$ cat src/rtl/avs_tgt_pkg.sv
package avs_tgt_pkg;

  localparam int FRAME_W = 32;
  localparam int CRC_W   = 3;
  localparam int DATA_W  = 16;
  localparam int FLAG_W  = 5;
  localparam int BODY_W  = FRAME_W - CRC_W;
  localparam int CNT_W   = $clog2(FRAME_W);
  localparam int PAD_W   = BODY_W - 2 - 1 - FLAG_W - DATA_W;

  typedef enum logic [1:0] {
    ST_OK       = 2'b00,
    ST_REJECT   = 2'b01,
    ST_BADFRAME = 2'b11
  } st_e;

  localparam logic [1:0] CMD_WRITE = 2'b00;
  localparam logic [1:0] CMD_READ  = 2'b11;
  localparam logic [1:0] START_PAT = 2'b01;
  localparam logic [3:0] TYPE_VOLT = 4'h0;

  // serial CRC, x^3 + x + 1, preset to all ones, MSB first
  function automatic logic [CRC_W-1:0] crc_calc(input logic [BODY_W-1:0] body);
    logic [CRC_W-1:0] c;
    logic fb;
    c = '1;
    for (int i = BODY_W - 1; i >= 0; i--) begin
      fb = body[i] ^ c[2];
      c  = {c[1], c[0] ^ fb, fb};
    end
    return c;
  endfunction

  function automatic logic [FRAME_W-1:0] resp_build(input st_e st, input logic alert,
                                                     input logic [FLAG_W-1:0] flags,
                                                     input logic [DATA_W-1:0] rb);
    logic [BODY_W-1:0] body;
    body = {st, alert, flags, rb, {PAD_W{1'b1}}};
    return {body, crc_calc(body)};
  endfunction

endpackage

$ cat src/rtl/avs_tgt_sync.sv
module avs_tgt_sync #(
  parameter int          W       = 2,
  parameter int          STAGES  = 2,
  parameter logic [W-1:0] RST_VAL = '0
) (
  input  logic         clk,
  input  logic         rst,
  input  logic [W-1:0] d_i,
  output logic [W-1:0] q_o
);

  logic [W-1:0] stg_q [STAGES];

  always_ff @(posedge clk) begin
    if (rst) begin
      for (int k = 0; k < STAGES; k++) stg_q[k] <= RST_VAL;
    end else begin
      stg_q[0] <= d_i;
      for (int k = 1; k < STAGES; k++) stg_q[k] <= stg_q[k-1];
    end
  end

  assign q_o = stg_q[STAGES-1];

endmodule

$ cat src/rtl/avs_tgt_rx.sv
module avs_tgt_rx
  import avs_tgt_pkg::*;
(
  input  logic               clk,
  input  logic               rst,
  input  logic               sclk_s_i,
  input  logic               mosi_s_i,
  output logic               rise_o,
  output logic               start_o,
  output logic               active_o,
  output logic               done_o,
  output logic [FRAME_W-1:0] frame_o
);

  logic               sclk_d, mosi_d;
  logic               rise_q, start_q, active_q, done_q;
  logic [CNT_W-1:0]   cnt_q;
  logic [FRAME_W-1:0] sr_q;
  logic               sclk_fall, mosi_fall;

  assign sclk_fall = sclk_d & ~sclk_s_i;
  assign mosi_fall = mosi_d & ~mosi_s_i;

  always_ff @(posedge clk) begin
    if (rst) begin
      sclk_d   <= 1'b0;
      mosi_d   <= 1'b1;
      rise_q   <= 1'b0;
      start_q  <= 1'b0;
      active_q <= 1'b0;
      done_q   <= 1'b0;
      cnt_q    <= '0;
      sr_q     <= '0;
    end else begin
      sclk_d  <= sclk_s_i;
      mosi_d  <= mosi_s_i;
      rise_q  <= sclk_s_i & ~sclk_d;
      start_q <= 1'b0;
      done_q  <= 1'b0;
      if (!active_q) begin
        // idle-high data line dropping marks a new frame
        if (mosi_fall) begin
          active_q <= 1'b1;
          start_q  <= 1'b1;
          cnt_q    <= '0;
        end
      end else if (sclk_fall) begin
        sr_q <= {sr_q[FRAME_W-2:0], mosi_s_i};
        if (cnt_q == CNT_W'(FRAME_W - 1)) begin
          active_q <= 1'b0;
          done_q   <= 1'b1;
          cnt_q    <= '0;
        end else begin
          cnt_q <= cnt_q + 1'b1;
        end
      end
    end
  end

  assign rise_o   = rise_q;
  assign start_o  = start_q;
  assign active_o = active_q;
  assign done_o   = done_q;
  assign frame_o  = sr_q;

  p_start_from_idle_r2: assert property (@(posedge clk) disable iff (rst)
    start_q |-> ($past(!active_q) && active_q));

  p_cnt_idle_zero_r2: assert property (@(posedge clk) disable iff (rst)
    !active_q |-> (cnt_q == '0));

  p_done_single_r2: assert property (@(posedge clk) disable iff (rst)
    done_q |=> !done_q);

endmodule

$ cat src/rtl/avs_tgt_tx.sv
module avs_tgt_tx
  import avs_tgt_pkg::*;
(
  input  logic               clk,
  input  logic               rst,
  input  logic               start_i,
  input  logic               rise_i,
  input  logic               active_i,
  input  logic               done_i,
  input  logic [FRAME_W-1:0] resp_i,
  output logic               miso_o
);

  logic [FRAME_W-1:0] sr_q;
  logic               miso_q;

  always_ff @(posedge clk) begin
    if (rst) begin
      sr_q   <= '1;
      miso_q <= 1'b1;
    end else if (start_i) begin
      miso_q <= resp_i[FRAME_W-1];
      sr_q   <= {resp_i[FRAME_W-2:0], 1'b1};
    end else if (rise_i && active_i) begin
      miso_q <= sr_q[FRAME_W-1];
      sr_q   <= {sr_q[FRAME_W-2:0], 1'b1};
    end else if (done_i) begin
      miso_q <= 1'b1;
    end
  end

  assign miso_o = miso_q;

  p_idle_high_r7: assert property (@(posedge clk) disable iff (rst)
    (!active_i && !done_i) |-> miso_q);

  p_first_bit_r7: assert property (@(posedge clk) disable iff (rst)
    start_i |=> (miso_q == $past(resp_i[FRAME_W-1])));

endmodule

$ cat src/rtl/avs_tgt_decode.sv
module avs_tgt_decode
  import avs_tgt_pkg::*;
#(
  parameter logic [3:0]        RAIL_ID  = 4'h3,
  parameter logic [DATA_W-1:0] VT_RESET = '0
) (
  input  logic               clk,
  input  logic               rst,
  input  logic               done_i,
  input  logic [FRAME_W-1:0] frame_i,
  input  logic [FLAG_W-1:0]  flags_i,
  input  logic               alert_i,
  output logic [DATA_W-1:0]  vt_o,
  output logic               vld_o,
  output logic [FRAME_W-1:0] resp_o
);

  logic [1:0]        f_start, f_cmd;
  logic              f_grp;
  logic [3:0]        f_type, f_rail;
  logic [DATA_W-1:0] f_pay;
  logic [CRC_W-1:0]  f_crc;
  logic              crc_ok, start_ok, addr_ok, cmd_ok, apply_c;
  st_e               status_c;
  logic [DATA_W-1:0] vt_nxt, vt_q;
  logic              vld_q;
  logic [FRAME_W-1:0] resp_q;

  assign {f_start, f_cmd, f_grp, f_type, f_rail, f_pay, f_crc} = frame_i;

  always_comb begin
    crc_ok   = (f_crc == crc_calc(frame_i[FRAME_W-1:CRC_W]));
    start_ok = (f_start == START_PAT);
    addr_ok  = f_grp || (f_rail == RAIL_ID);
    cmd_ok   = (f_cmd == CMD_WRITE) || (f_cmd == CMD_READ);
    if (!crc_ok || !start_ok)                         status_c = ST_BADFRAME;
    else if (!cmd_ok || !addr_ok || f_type != TYPE_VOLT) status_c = ST_REJECT;
    else                                              status_c = ST_OK;
    apply_c = done_i && (status_c == ST_OK) && (f_cmd == CMD_WRITE);
    vt_nxt  = apply_c ? f_pay : vt_q;
  end

  always_ff @(posedge clk) begin
    if (rst) begin
      vt_q   <= VT_RESET;
      vld_q  <= 1'b0;
      resp_q <= resp_build(ST_OK, 1'b0, '0, VT_RESET);
    end else begin
      vld_q <= apply_c;
      vt_q  <= vt_nxt;
      if (done_i) resp_q <= resp_build(status_c, alert_i, flags_i, vt_nxt);
    end
  end

  assign vt_o   = vt_q;
  assign vld_o  = vld_q;
  assign resp_o = resp_q;

  p_strobe_pulse_r3: assert property (@(posedge clk) disable iff (rst)
    vld_q |=> !vld_q);

  p_strobe_after_frame_r3: assert property (@(posedge clk) disable iff (rst)
    vld_q |-> $past(done_i));

  p_target_hold_r4: assert property (@(posedge clk) disable iff (rst)
    !$stable(vt_q) |-> vld_q);

  p_bad_crc_quiet_r4: assert property (@(posedge clk) disable iff (rst)
    (done_i && !crc_ok) |=> (!vld_q && resp_q[FRAME_W-1 -: 2] == ST_BADFRAME));

  p_resp_stable_r7: assert property (@(posedge clk) disable iff (rst)
    !done_i |=> $stable(resp_q));

endmodule

$ cat src/rtl/avs_target.sv
module avs_target
  import avs_tgt_pkg::*;
#(
  parameter int                SYNC_STAGES = 2,
  parameter logic [3:0]        RAIL_ID     = 4'h3,
  parameter logic [DATA_W-1:0] VT_RESET    = '0
) (
  input  logic              clk,
  input  logic              rst,
  input  logic              ser_clk_i,
  input  logic              m2s_i,
  output logic              s2m_o,
  input  logic [FLAG_W-1:0] flags_i,
  input  logic              alert_i,
  output logic [DATA_W-1:0] vtarget_o,
  output logic              vtarget_vld_o
);

  logic [1:0]         pins_s;
  logic               rise, start, active, done;
  logic [FRAME_W-1:0] frame, resp;

  // bit 1: data line (rests high), bit 0: serial clock (rests low)
  avs_tgt_sync #(.W(2), .STAGES(SYNC_STAGES), .RST_VAL(2'b10)) sync_i (
    .clk(clk), .rst(rst), .d_i({m2s_i, ser_clk_i}), .q_o(pins_s)
  );

  avs_tgt_rx rx_i (
    .clk(clk), .rst(rst), .sclk_s_i(pins_s[0]), .mosi_s_i(pins_s[1]),
    .rise_o(rise), .start_o(start), .active_o(active), .done_o(done), .frame_o(frame)
  );

  avs_tgt_decode #(.RAIL_ID(RAIL_ID), .VT_RESET(VT_RESET)) dec_i (
    .clk(clk), .rst(rst), .done_i(done), .frame_i(frame), .flags_i(flags_i),
    .alert_i(alert_i), .vt_o(vtarget_o), .vld_o(vtarget_vld_o), .resp_o(resp)
  );

  avs_tgt_tx tx_i (
    .clk(clk), .rst(rst), .start_i(start), .rise_i(rise), .active_i(active),
    .done_i(done), .resp_i(resp), .miso_o(s2m_o)
  );

endmodule

$ cat config.mk
export PLATFORM = sky130hd
export DESIGN_NAME = avs_target
export DESIGN_NICKNAME = d
export VERILOG_FILES = /design/src/rtl/avs_tgt_pkg.sv /design/src/rtl/avs_tgt_sync.sv /design/src/rtl/avs_tgt_rx.sv /design/src/rtl/avs_tgt_tx.sv /design/src/rtl/avs_tgt_decode.sv /design/src/rtl/avs_target.sv
export SDC_FILE = /design/constraint.sdc
export NUM_CORES = 1
export LEC_CHECK = 0
export ABC_AREA = 1
export BUFFER_PORTS_ARGS = -buffer_cell sky130_fd_sc_hd__buf_4
export CORE_ASPECT_RATIO = 1.4
export CORE_MARGIN = 2
export CORE_UTILIZATION = 39
export CTS_BUF_LIST = sky130_fd_sc_hd__clkbuf_4 sky130_fd_sc_hd__clkbuf_8
export CTS_CLUSTER_SIZE = 24
export DETAILED_ROUTE_END_ITERATION = 8
export PLACE_DENSITY = 0.67
export SLEW_MARGIN = 20
export SYNTH_ARGS = -nofsm -noshare
export SYNTH_HDL_FRONTEND = slang
export SYNTH_SLANG_ARGS = --single-unit
$ cat constraint.sdc
create_clock -name clk -period 9.9 [get_ports clk]
set_input_delay 2.97 -clock clk [delete_from_list [all_inputs] [get_ports clk]]
set_output_delay 2.97 -clock clk [all_outputs]
set_load 0.02 [all_outputs]
==> key figures, run 1 <==
Run status
  – Run status: finished clean

Route
  – WL met1: ~6800 microns
  – DRC: 0
  – Vias: 5948
  – WL final: 15200 microns
  – Met2 routed WL: 7720 microns
  – Routed Antenna Nets: 0
  – Top routing layer used: met4
  – Initial drt markers: between 200 and 250
  – 1st-pass router iterations: 4
  – WL per Instance: 12.8 microns
  – Vias per cell: around 5
  – WL met3: 291 microns

Yosys
  – Post-synth cell types: 36
  – XOR/XNOR Fraction of Synth Area: 0.0211
  – Syn_nets: between 900 and 1000
  – YS warnings: 0
  – Sequential-to-total area share from yosys stat: 0.378
  – Cells taking the most area after synthesis: dfxtp_1, nand2_1, inv_1
  – Yosys reg bits: about 120
  – Syn Area/Cell: between 6 and 7 sq um
  – Synth Area in Compound Gates: 0.141
  – Mapped Area: 0.00652 sq mm
  – Post-synthesis simple-gate area fraction: 0.357
  – Mux cell area share after synthesis: 0
  – Synth top area share: 0.378
  – Synth area leader: dfxtp_1
  – Largest family of logic cells by synthesized area: simple AND/OR/NAND/NOR gates
  – Adder-Cell Fraction of Synth Area: 0.00767
  – Mapped Cells: 968

Setup path
  – Worst Path Arrival: between 6 and 7 ns
  – CP Capture Type: flip-flop
  – Cell depth of the worst flop-to-flop path: 56
  – Slowest CP cell: o21ai_2
  – Crit-path max FO: 32
  – Crit Path Class: reg2reg
  – Worst EP required: 10.23 ns
  – Most frequent CP cell: nand2_1
  – FF-to-FF End: dec_i.resp_o[1]
  – Flop2flop setup slack: 3.72 ns
  – CP peak stage delay: ~0.40 ns
  – Worst R2R Start: rx_i.frame_o[31]
  – Critical Path Source Type: flip-flop

Power and ir drop
  – Sequential share of power: 0.324
  – P per Cell Area: 214 mW/mm^2
  – Clk pwr share: 0.328
  – Max VDD drop: 0.0000910 V
  – Overall Power: between 0.0015 and 0.002 W
  – Combinational share of power: 0.348
  – Pint: between 0.0009 and 0.001 W
  – Switch share: 0.382
  – Sw power: 0.000596 W
  – Leakage: 3.52 nW

Clocking
  – Sink Count: 123
  – Clock slew at reported path FFs: around 0.08 ns
  – Clk buf depth: 2
  – Post-CTS Hold Buffers: 0
  – Post-CTS Resized: 0
  – CTS Buf Count: 17
  – TritonCTS clock tree: done
  – # Post-CTS Setup Buffers: 0
  – Htree depth: 4
  – CTS Root Buffer Type: clkbuf_8
  – Clk_lat worst skew: 0.45 ns

Global route
  – Vias in the first global route: between 5000 and 6000
  – Largest net degree at the start of global routing: 66
  – Initial antenna violation count: 0
  – First-pass GRT wire length: around 26000 microns
  – Overflow after GRT: 0
  – Tot GR Track Use: 0.180

STA
  – Final Hold Viols: 0
  – Final Critical Period: ~6.2 ns
  – Crit share post-route: 0.624
  – Final setup vio count: 0
  – Slew Viols, Final: 0
  – RSZ-0062 raised after global routing: no
  – WHS: between 0.4 and 0.5 ns
  – Peak Freq: 162 MHz
  – Measured slew at the worst slew-check pin: 1.02 ns
  – Max Clock Skew: ~0.017 ns
  – Setup TNS: 0 ns
  – Max_slew headroom: 0.319

Floorplanning
  – I/O pin cnt: 28
  – Core area: 0.0162 sq mm
  – Initial Util: 0.402
  – Die area: roughly 0.018 sq mm
  – Die Y: 157 microns
  – Row count: 55
  – Die Wd: 113 microns

Hold path
  – Hold Path End: sync_i.stg_q[0][2]
  – Worst Hold Launch: sync_i.stg_q[0][0]
  – Worst hold path type: reg2reg
  – Hold Path Cell Cnt: 2

Cells and area
  – Share of layout cells above drive strength 1: 0.161
  – Final nets: slightly below 1000
  – # diodes: 0
  – P&R area growth vs syn: 11.7%
  – Leading cell types in the layout, fill and taps excluded: nand2_1, dfxtp_1, inv_1, nor2_1, nand3_1
  – Commonest non-fill, non-tap cell in the layout: nand2_1

Placed design
  – Post-DP HPWL: 10900 microns
  – Final GP Congestion: 0.814
  – PortBufs: 27

Flow run
  – Max-cap viol count: 0
## cell families after synthesis
kind of cell | count (synthesis)
buffers and inverters | 162
AOI/OAI and AO/OA | 151
DFF | 123
adders and majority gates | 4
and+or+nand+nor | 514
xor gates and xnor gates | 14
## how the worst max path moves through the flow
stage	from	endpoint	depth (start not counted)
floorplan	flags_i[3]	dec_i.resp_o[2]	27
global placement	flags_i[3]	dec_i.resp_o[1]	25
detailed placement	flags_i[3]	dec_i.resp_o[1]	27
CTS	rx_i.frame_o[31]	dec_i.resp_o[1]	56
global route	rx_i.frame_o[31]	dec_i.resp_o[1]	56
finish	rx_i.frame_o[31]	dec_i.resp_o[1]	56
## metal layers
metal	up-vias	global-route usage
met4	0	0.0784
met5	-	0
met1	2693	0.202
met2	77	0.335
met3	25	0.0262
li1	3153	-
## cell type report
cell class / instances / area [sq um]
multi-input combinational: 683 / 3440
clock buffer: 18 / 248
timing repair buffer: 30 / 225
fill: 1641 / 8960
inverter: 121 / 455
clock inverter: 14 / 206
tap: 199 / 249
sequential: 123 / 2460
## power groups by stage
stage,Sequential [W],Clock (W),Combinational (W)
global route,0.000507,0.000544,0.000614
finish,0.000506,0.000513,0.000543
detailed placement,0.000517,0,0.000538
global placement,0.000517,0,0.000529
floorplan,0.000516,0,0.000449
CTS,0.000506,0.000522,0.000541
## state kept, by name (all words and copies together), names as in the netlist
signal,count
rx_i.frame_o,32
rx_i.mosi_d,1
sync_i.stg_q,4
rx_i.rise_o,1
rx_i.sclk_d,1
tx_i.miso_o,1
rx_i.start_o,1
dec_i.vt_o,16
tx_i.sr_q,31
dec_i.resp_o,27
rx_i.cnt_q,5
dec_i.vld_o,1
rx_i.active_o,1
rx_i.done_o,1
## critical path: cells and delay by family (launching register included)
kind | cells | cell delay (ns)
flops | 1 | 0.36
fa+ha+maj | 1 | 0.31
simple gates | 47 | 4.46
buf+inv | 7 | 0.54
compound gates | 1 | 0.40
## cells in the mapped netlist (all sizes together)
cell,instances
nand2,299
dfxtp,123
inv,118
nor2,110
nand3,87
o21ai,58
a21oi,44
clkbuf,32
o311ai,24
o211ai,18
buf,9
xor2,9
nand4,7
nor3,6
ha,4
o221ai,4
xnor2,4
clkinv,3
or2,3
nor4,2
a211oi,1
o22ai,1
o41ai,1
xor3,1
## through the flow
step	utilization	instances	setup slack, ns	instance area, sq um
6_report	0.448	1188	3.72	7280
5_1_grt	0.448	1188	2.82	7280
4_1_cts	0.448	1188	3.77	7280
3_5_place_dp	0.420	1156	3.80	6830
3_3_place_gp	0.420	1156	3.88	6830
2_1_floorplan	-	968	4.34	6520
No activity file was read; power rests on OpenSTA's default activity.
==> run 2, diff against run 1 <==
==> constraint.sdc (replaced) <==
create_clock -name clk -period 6 [get_ports clk]
set_input_delay 1.8 -clock clk [delete_from_list [all_inputs] [get_ports clk]]
set_output_delay 1.8 -clock clk [all_outputs]
set_load 0.02 [all_outputs]
==> key figures, run 2 (synthesized netlist as in run 1, its figures left out) <==
Global route
  – Overflow after GRT: 0
  – Largest net degree at the start of global routing: 65
  – First-pass GRT wire length: approximately 27000 microns
  – Initial antenna violation count: 0
  – Vias in the first global route: ~5800
  – Tot GR Track Use: 0.184

Setup path
  – Worst Path Arrival: 6.12 ns
  – Slowest CP cell: dfxtp_2
  – Critical Path Stages: 61
  – Cell depth of the worst flop-to-flop path: 61
  – Family with the most delay on the worst path: simple AND/OR/NAND/NOR gates
  – CP Capture Type: flip-flop
  – Worst EP required: 6.35 ns
  – Crit-path max FO: 7
  – Critical Path Source Type: flip-flop
  – Most frequent CP cell: nand2_4
  – Buf/Inv on CP: 9
  – CP peak stage delay: 0.34 ns
  – Crit Path Class: reg2reg

Cells and area
  – # diodes: 0
  – Leading cell types in the layout, fill and taps excluded: nand2_1, dfxtp_1, nor2_1, inv_1, nand2_2
  – Share of layout cells above drive strength 1: 0.329
  – P&R area growth vs syn: 27.8%
  – Finished Layout Cells: 1213
  – Commonest non-fill, non-tap cell in the layout: nand2_1
  – Finished Cell Area: 0.00833 sq mm
  – Final nets: approximately 1000
  – Largest register FFs: 32

Hold path
  – Worst hold path type: reg2reg
  – Hold Path Cell Cnt: 2

Clocking
  – Clk_lat worst skew: between 0.4 and 0.5 ns
  – Sink Count: about 120
  – Clock slew at reported path FFs: 0.08 ns
  – Clk buf depth: 2
  – CTS Root Buffer Type: clkbuf_8
  – CTS Buf Count: 17
  – TritonCTS clock tree: done
  – Htree depth: 4

Route
  – WL per Instance: between 10 and 15 microns
  – Routed Antenna Nets: 0
  – Vias per cell: around 5.2
  – DRC: 0
  – 1st-pass router iterations: 7
  – Initial drt markers: 306
  – Vias: 6296
  – WL final: 17300 microns

Placed design
  – Dpl cell area: 0.00685 sq mm
  – Final GP Congestion: 0.889
  – Dpl cells: 1159
  – Pre-CTS WS: about 0.29 ns
  – Post-DP HPWL: about 11000 microns
  – PortBufs: 27

STA
  – Measured slew at the worst slew-check pin: 1.04 ns
  – Slew Viols, Final: 0
  – Max_slew headroom: 0.310
  – Final setup vio count: 0
  – Crit share post-route: 0.962
  – Max Clock Skew: between 0.015 and 0.02 ns
  – WHS: between 0.4 and 0.5 ns
  – Final Critical Period: 5.77 ns
  – Peak Freq: 173 MHz
  – Setup ws final: 0.230 ns
  – RSZ-0062 raised after global routing: yes
  – Final Hold Viols: 0

Floorplanning
  – Die Y: 157 microns
  – Row count: between 50 and 60
  – Initial Util: 0.402
  – I/O pin cnt: 28
  – Core area: 0.0162 sq mm
  – Die Wd: 113 microns
  – Die area: ~0.018 sq mm

Power and ir drop
  – P per Cell Area: 363 mW/mm^2
  – Sw power: 0.00124 W
  – Switch share: 0.409
  – Overall Power: slightly above 0.003 W
  – Combinational share of power: 0.448
  – Pint: 0.00179 W
  – Sequential share of power: 0.276
  – Clk pwr share: 0.276
  – Max VDD drop: 0.000163 V
  – Leakage: around 4 nW

Flow run
  – Max-cap viol count: 0

Run status
  – Run status: finished clean
==> run 2: cell count changes in the layout (fill, tap and decap cells not counted), sizes merged <==
cell      previous run  this run
clkinvlp             0         3
clkbuf              18        20
nand3               87        88
buf                 30        53
clkinv               8         4
==> run 2: repair_timing <==
item	CTS	global route
setup buffers	0	20
gates resized for setup	0	227
endpoints found under the setup margin	0	3
hold buffers	0	0
==> run 2: final timing paths <==
kind	from	to	slack, ns
worst min register to register	sync_i.stg_q[0][0]	sync_i.stg_q[0][2]	0.41
worst max register to register	rx_i.frame_o[31]	dec_i.resp_o[2]	0.23
worst min-delay path	sync_i.stg_q[0][0]	sync_i.stg_q[0][2]	0.41
worst max-delay path	rx_i.frame_o[31]	dec_i.resp_o[2]	0.23
==> run 2: through the flow <==
step                setup TNS (ns)  utilization
finish                           0        0.513
global placement                 0        0.422
global route                -0.486        0.513
floorplan                        0            -
detailed placement               0        0.422
CTS                              0        0.449
==> run 2: power groups by stage <==
stage | combinational (W) | sequential, W | clock [W]
detailed placement | 0.000878 | 0.000854 | 0
finish | 0.00136 | 0.000835 | 0.000834
global placement | 0.000874 | 0.000854 | 0
global route | 0.00148 | 0.000836 | 0.000878
floorplan | 0.000741 | 0.000852 | 0
CTS | 0.000884 | 0.000835 | 0.000845
==> run 2: worst min-delay path, stage by stage (launching register included) <==
cell and delay, ns:
dfxtp_1 0.30, inv_1 0.04, nor2_1 0.03
==> run 2: layout make-up <==
cell class	count	area, sq um
fill	1544	7910
clock buffer	19	255
timing repair buffer	54	449
inverter	121	459
multi-input combinational	684	4260
sequential	123	2470
tap	199	249
clock inverter	13	188
==> run 2: per-layer routing <==
| metal | vias up | GRT usage | share of wire |
|---|---|---|---|
| met4 | 0 | 0.0801 | 0.033 |
| li1 | 3187 | - | - |
| met5 | - | 0 | 0 |
| met1 | 2955 | 0.210 | 0.42 |
| met2 | 107 | 0.332 | 0.52 |
| met3 | 47 | 0.0366 | 0.028 |
